===== src/rtl/ctl_pkg.sv =====
package ctl_pkg;

    typedef enum logic [3:0] {
        OP_ADD  = 4'd0,
        OP_SUB  = 4'd1,
        OP_AND  = 4'd2,
        OP_OR   = 4'd3,
        OP_MOVR = 4'd4,
        OP_MOVI = 4'd5,
        OP_LDM  = 4'd6,
        OP_STM  = 4'd7,
        OP_CMP  = 4'd8,
        OP_BR   = 4'd9,
        OP_BRZ  = 4'd10,
        OP_BRNZ = 4'd11,
        OP_BRM  = 4'd12,
        OP_INC  = 4'd13,
        OP_INV  = 4'd14,
        OP_SHL  = 4'd15
    } opcode_e;

    typedef enum logic [2:0] {
        ALU_IDLE = 3'd0,
        ALU_ADD  = 3'd1,
        ALU_SUB  = 3'd2,
        ALU_AND  = 3'd3,
        ALU_OR   = 3'd4,
        ALU_INC  = 3'd5,
        ALU_INV  = 3'd6,
        ALU_SHL  = 3'd7
    } alu_op_e;

    typedef struct packed {
        logic    pc_drv;
        logic    mar_ld;
        logic    rd;
        logic    wr;
        logic    k4_sel;
        logic    z_ld;
        logic    z_drv;
        logic    pc_ld;
        logic    y_ld;
        logic    wait_mem;
        logic    mdr_ld_ext;
        logic    mdr_ld_int;
        logic    mdr_drv;
        logic    ir_ld;
        logic    imm_drv;
        logic    ry_drv;
        logic    rx_drv;
        logic    ry_ld;
        alu_op_e alu;
        logic    fin;
    } ctl_word_t;

    // ALU operation for the register-pair group, picked from one-hot opcode bits
    function automatic alu_op_e pair_alu(input logic is_add, input logic is_sub,
                                         input logic is_and, input logic is_or);
        alu_op_e r;
        r = ALU_IDLE;
        if (is_add) r = ALU_ADD;
        if (is_sub) r = ALU_SUB;
        if (is_and) r = ALU_AND;
        if (is_or)  r = ALU_OR;
        return r;
    endfunction

    // ALU operation for the single-register group
    function automatic alu_op_e unary_alu(input logic is_inc, input logic is_inv,
                                          input logic is_shl);
        alu_op_e r;
        r = ALU_IDLE;
        if (is_inc) r = ALU_INC;
        if (is_inv) r = ALU_INV;
        if (is_shl) r = ALU_SHL;
        return r;
    endfunction

endpackage


===== src/rtl/ctl_onehot.sv =====
module ctl_onehot #(
    parameter int W = 4
) (
    input  logic [W-1:0]        code,
    output logic [(1<<W)-1:0]   hot
);
    localparam int N = 1 << W;

    for (genvar i = 0; i < N; i++) begin : g_dec
        assign hot[i] = (code == W'(i));
    end
endmodule


===== src/rtl/ctl_step_counter.sv =====
module ctl_step_counter #(
    parameter int STEP_W = 3
) (
    input  logic              clk,
    input  logic              rst,
    input  logic              hold,
    input  logic              fin,
    output logic [STEP_W-1:0] step_q
);
    localparam logic [STEP_W-1:0] FIRST = STEP_W'(1);

    always_ff @(posedge clk) begin
        if (rst) begin
            step_q <= FIRST;
        end else if (!hold) begin
            if (fin) step_q <= FIRST;
            else     step_q <= step_q + STEP_W'(1);
        end
    end
endmodule


===== src/rtl/ctl_signal_gen.sv =====
module ctl_signal_gen
    import ctl_pkg::*;
#(
    parameter int STEP_W = 3,
    parameter int OP_W   = 4
) (
    input  logic [(1<<STEP_W)-1:0] t,
    input  logic [(1<<OP_W)-1:0]   oh,
    input  logic                   zf,
    input  logic                   nf,
    output ctl_word_t              cw
);
    localparam int NSTEPS = 1 << STEP_W;

    logic binop, brall, unary, mv, cond_fail;
    logic unused_steps;

    assign unused_steps = ^{t[0], t[NSTEPS-1:7]};

    assign binop = oh[OP_ADD] | oh[OP_SUB] | oh[OP_AND] | oh[OP_OR];
    assign brall = oh[OP_BR] | oh[OP_BRZ] | oh[OP_BRNZ] | oh[OP_BRM];
    assign unary = oh[OP_INC] | oh[OP_INV] | oh[OP_SHL];
    assign mv    = oh[OP_MOVR] | oh[OP_MOVI];
    assign cond_fail = (oh[OP_BRZ] & ~zf) | (oh[OP_BRNZ] & zf) | (oh[OP_BRM] & ~nf);

    always_comb begin
        cw.pc_drv     = t[1];
        cw.mar_ld     = t[1] | (t[4] & (oh[OP_LDM] | oh[OP_STM]));
        cw.rd         = t[1] | (t[4] & oh[OP_LDM]);
        cw.wr         = t[6] & oh[OP_STM];
        cw.k4_sel     = t[1];
        cw.z_ld       = t[1] | (t[5] & binop) | (t[4] & (brall | unary));
        cw.z_drv      = t[2] | (t[6] & binop) | (t[5] & (brall | unary));
        cw.pc_ld      = t[2] | (t[5] & brall);
        cw.y_ld       = t[2] | (t[4] & (binop | oh[OP_CMP]));
        cw.wait_mem   = t[2] | (t[5] & oh[OP_LDM]) | (t[6] & oh[OP_STM]);
        cw.mdr_ld_ext = t[2] | (t[5] & oh[OP_LDM]);
        cw.mdr_ld_int = t[5] & oh[OP_STM];
        cw.mdr_drv    = t[3] | (t[6] & oh[OP_LDM]);
        cw.ir_ld      = t[3];
        cw.imm_drv    = t[4] & (brall | oh[OP_CMP] | oh[OP_MOVI]);
        cw.ry_drv     = (t[4] & (binop | oh[OP_STM] | unary)) | (t[5] & oh[OP_CMP]);
        cw.rx_drv     = (t[5] & (binop | oh[OP_STM])) | (t[4] & (oh[OP_LDM] | oh[OP_MOVR]));
        cw.ry_ld      = (t[6] & (binop | oh[OP_LDM])) | (t[4] & mv) | (t[5] & unary);
        cw.fin        = (t[6] & (binop | oh[OP_LDM] | oh[OP_STM]))
                      | (t[5] & (brall | oh[OP_CMP] | unary))
                      | (t[4] & (mv | cond_fail));

        cw.alu = ALU_IDLE;
        if (t[1] | (t[4] & brall))
            cw.alu = ALU_ADD;
        else if (t[5] & oh[OP_CMP])
            cw.alu = ALU_SUB;
        else if (t[5] & binop)
            cw.alu = pair_alu(oh[OP_ADD], oh[OP_SUB], oh[OP_AND], oh[OP_OR]);
        else if (t[4] & unary)
            cw.alu = unary_alu(oh[OP_INC], oh[OP_INV], oh[OP_SHL]);
    end
endmodule


===== src/rtl/ctl_hardwired.sv =====
module ctl_hardwired
    import ctl_pkg::*;
#(
    parameter int STEP_W = 3,
    parameter int OP_W   = 4
) (
    input  logic            clk,
    input  logic            rst,
    input  logic [OP_W-1:0] opcode_i,
    input  logic            zf_i,
    input  logic            nf_i,
    input  logic            mem_done_i,
    output logic            pc_drv_o,
    output logic            mar_ld_o,
    output logic            rd_o,
    output logic            wr_o,
    output logic            k4_sel_o,
    output logic            z_ld_o,
    output logic            z_drv_o,
    output logic            pc_ld_o,
    output logic            y_ld_o,
    output logic            wait_mem_o,
    output logic            mdr_ld_ext_o,
    output logic            mdr_ld_int_o,
    output logic            mdr_drv_o,
    output logic            ir_ld_o,
    output logic            imm_drv_o,
    output logic            ry_drv_o,
    output logic            rx_drv_o,
    output logic            ry_ld_o,
    output logic [2:0]      alu_op_o,
    output logic            end_o
);
    localparam int NSTEPS = 1 << STEP_W;
    localparam int NOPS   = 1 << OP_W;

    logic [STEP_W-1:0] step_q;
    logic [NSTEPS-1:0] t_hot;
    logic [NOPS-1:0]   op_hot;
    logic              hold;
    ctl_word_t         cw;

    assign hold = cw.wait_mem & ~mem_done_i;

    ctl_step_counter #(.STEP_W(STEP_W)) u_cnt (
        .clk    (clk),
        .rst    (rst),
        .hold   (hold),
        .fin    (cw.fin),
        .step_q (step_q)
    );

    ctl_onehot #(.W(STEP_W)) u_tdec (.code(step_q),   .hot(t_hot));
    ctl_onehot #(.W(OP_W))   u_odec (.code(opcode_i), .hot(op_hot));

    ctl_signal_gen #(.STEP_W(STEP_W), .OP_W(OP_W)) u_gen (
        .t  (t_hot),
        .oh (op_hot),
        .zf (zf_i),
        .nf (nf_i),
        .cw (cw)
    );

    assign pc_drv_o     = cw.pc_drv;
    assign mar_ld_o     = cw.mar_ld;
    assign rd_o         = cw.rd;
    assign wr_o         = cw.wr;
    assign k4_sel_o     = cw.k4_sel;
    assign z_ld_o       = cw.z_ld;
    assign z_drv_o      = cw.z_drv;
    assign pc_ld_o      = cw.pc_ld;
    assign y_ld_o       = cw.y_ld;
    assign wait_mem_o   = cw.wait_mem;
    assign mdr_ld_ext_o = cw.mdr_ld_ext;
    assign mdr_ld_int_o = cw.mdr_ld_int;
    assign mdr_drv_o    = cw.mdr_drv;
    assign ir_ld_o      = cw.ir_ld;
    assign imm_drv_o    = cw.imm_drv;
    assign ry_drv_o     = cw.ry_drv;
    assign rx_drv_o     = cw.rx_drv;
    assign ry_ld_o      = cw.ry_ld;
    assign alu_op_o     = cw.alu;
    assign end_o        = cw.fin;
endmodule


===== config.mk =====
export PLATFORM = sky130hd
export DESIGN_NAME = ctl_hardwired
export DESIGN_NICKNAME = d
export VERILOG_FILES = /design/src/rtl/ctl_pkg.sv /design/src/rtl/ctl_onehot.sv /design/src/rtl/ctl_step_counter.sv /design/src/rtl/ctl_signal_gen.sv /design/src/rtl/ctl_hardwired.sv
export SDC_FILE = /design/constraint.sdc
export NUM_CORES = 1
export LEC_CHECK = 0
export BUFFER_PORTS_ARGS = -buffer_cell sky130_fd_sc_hd__buf_2
export CORE_MARGIN = 10
export CORE_UTILIZATION = 47
export DETAILED_ROUTE_END_ITERATION = 6
export PLACE_DENSITY_LB_ADDON = 0.25
export SYNTH_ARGS = -nofsm -noshare
export SYNTH_HDL_FRONTEND = slang
export SYNTH_SLANG_ARGS = --single-unit

===== constraint.sdc =====
create_clock -name clk -period 1.8 [get_ports clk]
set_input_delay 0.09 -clock clk [delete_from_list [all_inputs] [get_ports clk]]
set_output_delay 0.09 -clock clk [all_outputs]
set_load 0.1 [all_outputs]

==> impl_metrics.toml, run 1 <==
[setup_path]
critPathMaxFanout = 5
crit_chain = "inv_4 -> ha_4 -> nand2_4 -> o41ai_1 -> nand2_1 -> o21ai_4 -> buf_12"
cp-start-kind = "flip-flop"
arrival_ns = 1.70
critPathMaxStageDelay_ns = 0.34
cpMaxStageDelayCell = "dfxtp_2"
cp_num_buf_inv = 2
critPathKind = "reg2out"
critPathTopFamily = "compound AO/OA/AOI/OAI gates"
end_kind = "primary output"
critical_path_required_ns = 1.71

[yosys]
syn-num-nets = 117
syn_avg_cell_area_um2 = 7.204
syn-cell-area_um2 = 742.0
synth_edf_count = 0
ys_types = 44
ys_async_sr_fraction_pct = 0
ys_seq_area_share_pct = 8.094
yosys_warnings = 0
synth-seq-cells = 3
netlist_instances = 103
ys.flop_type = "dfxtp_1"

[routing]
viasPerCell = 6.464
route.detailed.drc = 0
wirelength_mm = 3.097
drtAntennaViolNets = 0
vias = 976
drt_iter0_markers = 47
wire_per_inst_um = 20.51
first_pass_iters = 4

[final_layout]
largest_reg_flops = 3
antenna_cells = 0
synthToLayoutAreaGrowth_pct = 82.97
nets = 150
regMostFlops = "u_cnt.step_q"
layout-drive-gt1-share_pct = 54.07
final_cell_mix = "buf_12 (17), buf_2 (12), nand2_1 (9)"
fin_cells = 151
top_regs = "u_cnt.step_q: 3 flops"
stdcell_area_um2 = 1358
layout_commonest_cell = "buf_12"

[timing]
max_freq_ghz = 0.5587
holdWs_ns = 0.1255
period_minus_slack_ns = 1.790
fin_ws_ns = 0.01022
hold_viol = 0
worst_pin_slew_ns = 0.4952
finalMaxSlewViolations = 0
setup_violations = 0
finClkSkew_ns = 0.001404
period_share_pct = 99.43
slew_headroom_pct = 67.21

[clock_network]
numCtsBuffers = 3
h-tree-depth = 1
clkTransAtPathRegs_ns = 0.04
cts.sinks = 3
cts_tree = "done"
ctsRootBufferMaster = "clkbuf_4"
cts_max_path_buffers = 2
insertion_delay_ns = 0.24

[run_status]
outcome = "complete, no violations"

[grt]
overflow = 0
grt_pass1_wl_mm = 4.112
grt.total_usage_pct = 14.44
grt_max_degree = 18
antenna_found_initial = 0
grt_pass1_vias = 844

[place]
dp_hpwl_mm = 1.921
gp_congestion = 0.8125
place_ws_ns = 0.001233
placed_area_um2 = 1211
io_buffers = 30
post-place-cells = 144

[die]
core-area_um2 = 1506
design.die.area_um2 = 3568
dieWidth_um = 59.73
num_io_pins = 31
start_util_pct = 49.25
die_height_um = 59.73
num_rows = 14

[job]
drv_cap = 0

[worst_hold_path]
hp-class = "in2reg"
-- cell usage after synthesis, types with 3 or more instances --
master,number,area (um2)
nand2_1,13,48.80
o21ai_0,9,45.04
inv_1,8,30.03
nor2b_1,6,37.54
ha_1,5,62.56
a21oi_1,4,20.02
a2111o_1,3,33.78
clkbuf_1,3,11.26
dfxtp_1,3,60.06
nand2b_1,3,18.77
nand3_1,3,15.01
nor2_1,3,11.26
o31ai_1,3,22.52
o41ai_1,3,26.28
-- worst paths after layout --
| kind | startpoint | to | slack, ns | cells after the start |
|---|---|---|---|---|
| setup / recovery | u_cnt.step_q[1]$_SDFFE_PP0N_ | alu_op_o[1] | 0.01 | 7 |
| hold / removal | rst | u_cnt.step_q[1]$_SDFFE_PP0N_ | 0.13 | 2 |
| setup reg to reg | u_cnt.step_q[1]$_SDFFE_PP0N_ | u_cnt.step_q[1]$_SDFFE_PP0N_ | 0.08 | 7 |
| hold reg to reg | u_cnt.step_q[0]$_SDFFE_PP1N_ | u_cnt.step_q[0]$_SDFFE_PP1N_ | 0.59 | 2 |
-- worst reg2reg max path, delay by kind of cell, from the launching register on --
family	cells	cell delay, ns
compound gates	3	0.60
fa+ha+maj	1	0.18
buf+inv	2	0.22
flops	1	0.37
simple gates	1	0.25
-- layer usage --
metal	vias to the layer above	share of wire, %	global-route usage (%)
li1	447	-	-
met1	459	39	16.89
met2	61	49	23.38
met3	9	10	7.203
met4	0	2.7	2.244
met5	-	0	0
-- metrics by stage --
step | TNS (ns) | util [%]
after floorplan | -2.759 | -
after detailed placement | 0 | 80.40
after CTS | 0 | 84.80
after global placement | 0 | 80.40
final | 0 | 90.12
after global routing | -0.1259 | 90.12
-- repair_timing --
item | in CTS | in global routing
setup buffers | 0 | 3
hold buffers | 0 | 0
resized for setup | 13 | 13
endpoints found under the hold margin | 0 | 0
pin swaps | 2 | 3
setup endpoints to repair | 9 | 5
-- area by class of cell --
cell class                 count  area, um2
inverter                       8      38.79
tap                           16      20.02
timing repair buffer          37      464.2
fill                          66      148.9
sequential                     3      66.31
multi-input combinational     83      742.0
clock buffer                   4      26.28
-- cells by family after synthesis --
kind of cell / Yosys count / synth area share [%]
simple gates: 41 / 32.89
fa+ha+maj: 5 / 8.432
xor+xnor: 1 / 1.181
flops: 3 / 8.095
buf+inv: 17 / 11.47
compound gates: 36 / 37.94
Power of run 1 is left out: the tool's default activity adds up to more than one toggle a clock period on the data nets, which glitch-free logic cannot reach.
==> run 2: changes to the inputs <==
==> constraint.sdc (replaced) <==
create_clock -name clk -period 1.9 [get_ports clk]
set_input_delay 0.095 -clock clk [delete_from_list [all_inputs] [get_ports clk]]
set_output_delay 0.095 -clock clk [all_outputs]
set_load 0.1 [all_outputs]
==> impl_metrics.toml, run 2 (same netlist as run 1, synthesis figures left out) <==
[job]
drv_cap = 0

[routing]
viasPerCell = 5.924
drtAntennaViolNets = 0
first_pass_iters = 4
wire_per_inst_um = 16.24
route.detailed.drc = 0
drt_iter0_markers = 30
wirelength_mm = 2.355
vias = 859

[clock_network]
hold_buffers = 0
post_cts_buffers = 0
cts.sinks = 3
ctsRootBufferMaster = "clkbuf_4"
cts_max_path_buffers = 2
cts_tree = "done"
insertion_delay_ns = 0.24
numCtsBuffers = 3
clkTransAtPathRegs_ns = 0.03
h-tree-depth = 1

[final_layout]
layout-drive-gt1-share_pct = 44.96
synthToLayoutAreaGrowth_pct = 54.81
top_regs = "u_cnt.step_q: 3 flops"
final_cell_mix = "buf_2 (18), nand2_1 (11), buf_12 (11)"
layout_commonest_cell = "buf_2"
regMostFlops = "u_cnt.step_q"
stdcell_area_um2 = 1149
largest_reg_flops = 3
nets = 144
antenna_cells = 0

[timing]
fin_ws_ns = 0.04211
finalMaxSlewViolations = 0
hold_viol = 0
rsz0062_at_grt = "true"
period_share_pct = 97.78
tns_ns = 0
max_freq_ghz = 0.5382
finClkSkew_ns = 0.007128
holdWs_ns = 0.1331
setup_violations = 0
worst_pin_slew_ns = 0.4974
slew_headroom_pct = 67.07
period_minus_slack_ns = 1.858

[worst_hold_path]
hp-class = "in2reg"

[place]
placed_area_um2 = 1095
dp_hpwl_mm = 1.884
place_ws_ns = 0.06419
gp_congestion = 0.8847
io_buffers = 30

[die]
start_util_pct = 49.25
num_io_pins = 31
die_height_um = 59.73
num_rows = 14
dieWidth_um = 59.73
core-area_um2 = 1506
design.die.area_um2 = 3568

[setup_path]
end_kind = "primary output"
critPathMaxFanout = 7
cp_num_buf_inv = 2
crit_chain = "inv_1 -> ha_1 -> nand2_2 -> or3_4 -> a21oi_4 -> buf_12"
arrival_ns = 1.76
critical_path_required_ns = 1.80
critPathMaxStageDelay_ns = 0.39
cp-start-kind = "flip-flop"
critPathTopFamily = "simple AND/OR/NAND/NOR gates"
cpMaxStageDelayCell = "or3_4"
critPathKind = "reg2out"

[grt]
antenna_found_initial = 0
grt.total_usage_pct = 13.20
overflow = 0
grt_pass1_vias = 870
grt_max_degree = 23
grt_pass1_wl_mm = 3.995

[run_status]
outcome = "complete, no violations"
run 2: cell count changes in the layout (fill, tap and decap cells not counted), sizes merged:
cell / previous run / this run
buf: 37 / 31
clkinvlp: 1 / 0
inv: 7 / 8
run 2: area by class of cell:
class / instances / area [um2]
clock buffers: 4 / 26.28
flip-flops and latches: 3 / 60.06
inverters: 8 / 30.03
multi-input cells: 83 / 686.9
fillers: 111 / 357.8
repair buffers: 31 / 325.3
well taps: 16 / 20.02
run 2: worst paths after layout:
kind / slack, ns / endpoint / depth (start not counted) / from
worst max-delay path: 0.04 / rx_drv_o / 6 / u_cnt.step_q[0]$_SDFFE_PP1N_
worst min-delay path: 0.13 / u_cnt.step_q[2]$_SDFFE_PP0N_ / 2 / rst
worst max register to register: 0.13 / u_cnt.step_q[0]$_SDFFE_PP1N_ / 6 / u_cnt.step_q[1]$_SDFFE_PP0N_
worst min register to register: 0.59 / u_cnt.step_q[0]$_SDFFE_PP1N_ / 2 / u_cnt.step_q[0]$_SDFFE_PP1N_
run 2: layer usage:
layer	share of wire (%)	track usage (%)
met1	41	16.75
met3	13	5.932
met5	0	0
met2	46	20.44
met4	0	1.603
run 2: repair_timing:
| item | CTS | global route |
|---|---|---|
| setup endpoints to repair | 4 | 8 |
| resized for setup | 3 | 6 |
| pin swaps | 0 | 1 |
run 2: stage by stage:
step | instances | utilization [%]
4_1_cts | 145 | 74.92
3_5_place_dp | 141 | 72.67
3_3_place_gp | 141 | 72.67
6_report | 145 | 76.25
2_1_floorplan | 103 | -
5_1_grt | 145 | 76.25
Power of run 2 is left out for the same reason.
==> run 3: changes to the inputs <==
--- a/config.mk
+++ b/config.mk
@@ -6,7 +6,6 @@
 export NUM_CORES = 1
 export LEC_CHECK = 0
 export BUFFER_PORTS_ARGS = -buffer_cell sky130_fd_sc_hd__buf_2
-export CORE_MARGIN = 10
 export CORE_UTILIZATION = 47
 export DETAILED_ROUTE_END_ITERATION = 6
 export PLACE_DENSITY_LB_ADDON = 0.25
==> impl_metrics.toml, run 3 (same netlist as run 1, synthesis figures left out) <==
[setup_path]
critPathKind = "reg2out"
end_kind = "primary output"
arrival_ns = 1.78
critical_path_required_ns = 1.80
critPathTopFamily = "compound AO/OA/AOI/OAI gates"
cp_num_buf_inv = 2
cpMaxStageDelayCell = "dfxtp_1"
critPathMaxFanout = 6
cp-start-kind = "flip-flop"
crit_chain = "inv_2 -> ha_2 -> nand2_2 -> o41ai_2 -> nand2_1 -> o21ai_4 -> buf_12"
critPathMaxStageDelay_ns = 0.33
reg2reg_depth = 6
rrSetupSlack_ns = 0.15
worst_r2r_endpoint = "u_cnt.step_q[1]$_SDFFE_PP0N_"
cp_num_cells = 7
r2r-start = "u_cnt.step_q[1]$_SDFFE_PP0N_"

[grt]
grt.total_usage_pct = 26.70
grt_pass1_wl_mm = 3.684
antenna_found_initial = 0
grt_pass1_vias = 835
overflow = 0
grt_max_degree = 23

[final_layout]
nFillCells = 84
largest_reg_flops = 3
nets = 145
final_cell_mix = "buf_2 (19), nand2_1 (11), buf_12 (10)"
antenna_cells = 0
layout-drive-gt1-share_pct = 49.23
regMostFlops = "u_cnt.step_q"
top_regs = "u_cnt.step_q: 3 flops"
layout_commonest_cell = "buf_2"
synthToLayoutAreaGrowth_pct = 55.65

[routing]
first_pass_iters = 4
wirelength_mm = 2.254
drtAntennaViolNets = 0
vias = 928
wire_per_inst_um = 15.54
viasPerCell = 6.400
route.detailed.drc = 0
drt_iter0_markers = 27

[worst_hold_path]
worstHoldPathCells = 2
hold_start = "rst"
hp-class = "in2reg"
min_to = "u_cnt.step_q[2]$_SDFFE_PP0N_"

[die]
die_height_um = 41.73
num_io_pins = 31
dieWidth_um = 41.73
start_util_pct = 53.67
design.die.area_um2 = 1741
num_rows = 13
core-area_um2 = 1383

[clock_network]
h-tree-depth = 1
hold_buffers = 0
insertion_delay_ns = 0.23
clkTransAtPathRegs_ns = 0.04
numCtsBuffers = 3
ctsRootBufferMaster = "clkbuf_4"
cts_max_path_buffers = 2
cts_tree = "done"
cts.sinks = 3

[place]
gp_congestion = 0.8227
dp_hpwl_mm = 1.689
io_buffers = 30

[timing]
finClkSkew_ns = 0.002164
max_freq_ghz = 0.5343
finalMaxSlewViolations = 0
holdWs_ns = 0.1398
setup_violations = 0
period_minus_slack_ns = 1.872
slew_headroom_pct = 68.29
worst_pin_slew_ns = 0.4696
period_share_pct = 98.50
hold_viol = 0

[run_status]
outcome = "complete, no violations"

[job]
drv_cap = 0
[run 3: changes by cell type in the layout (fill, tap and decap cells not counted), sizes merged]
cell  previous run  this run
buf             31        32
[run 3: area by class of cell]
| type | instances | area, um2 | area share, % |
|---|---|---|---|
| multi-input cells | 83 | 699.4 | 60.56 |
| inverters | 8 | 30.03 | 2.600 |
| repair buffers | 32 | 317.8 | 27.52 |
| well taps | 15 | 18.77 | 1.625 |
| clock buffers | 4 | 26.28 | 2.275 |
| flip-flops and latches | 3 | 62.56 | 5.417 |
[run 3: worst max-delay path by stage]
stage / startpoint / endpoint / slack (ns)
2_1_floorplan: u_cnt.step_q[0]$_SDFFE_PP1N_ / y_ld_o / -0.34
3_3_place_gp: u_cnt.step_q[0]$_SDFFE_PP1N_ / u_cnt.step_q[0]$_SDFFE_PP1N_ / 0.18
3_5_place_dp: u_cnt.step_q[0]$_SDFFE_PP1N_ / u_cnt.step_q[1]$_SDFFE_PP0N_ / 0.07
4_1_cts: u_cnt.step_q[1]$_SDFFE_PP0N_ / alu_op_o[1] / 0.003
5_1_grt: u_cnt.step_q[1]$_SDFFE_PP0N_ / alu_op_o[1] / -0.03
6_report: u_cnt.step_q[1]$_SDFFE_PP0N_ / alu_op_o[1] / 0.03
[run 3: through the flow]
stage               setup slack [ns]  instance area (um2)   TNS, ns  utilization [%]  instances
finish                       0.02842                 1155         0            83.53        145
global route                -0.03360                 1155  -0.03360            83.53        145
CTS                         0.002704                 1120         0            81.00        145
detailed placement           0.07273                 1086         0            78.55        141
global placement              0.1827                 1086         0            78.55        141
floorplan                    -0.3393                807.0    -1.896                -        103
[run 3: worst register-to-register path: cells and delay by family, from the launching register on]
family                     cells  cell delay [ns]
adders and majority gates      1             0.21
and+or+nand+nor                1             0.24
AOI/OAI and AO/OA              3             0.71
DFF                            1             0.38
buffers and inverters          1             0.08
[run 3: routing by layer]
layer	vias to the layer above	wire length, um	GRT usage [%]
met4	0	38	12.90
met1	438	960	31.95
li1	435	-	-
met5	-	0	0
met3	6	152	6.087
met2	49	1102	44.38
[run 3: timing repair]
item / 4_1_cts / 5_1_grt
resized for setup: 3 / 12
setup buffers: 0 / 0
endpoints found under the setup margin: 5 / 13
pin swaps: 0 / 2
Power of run 3 is left out for the same reason.
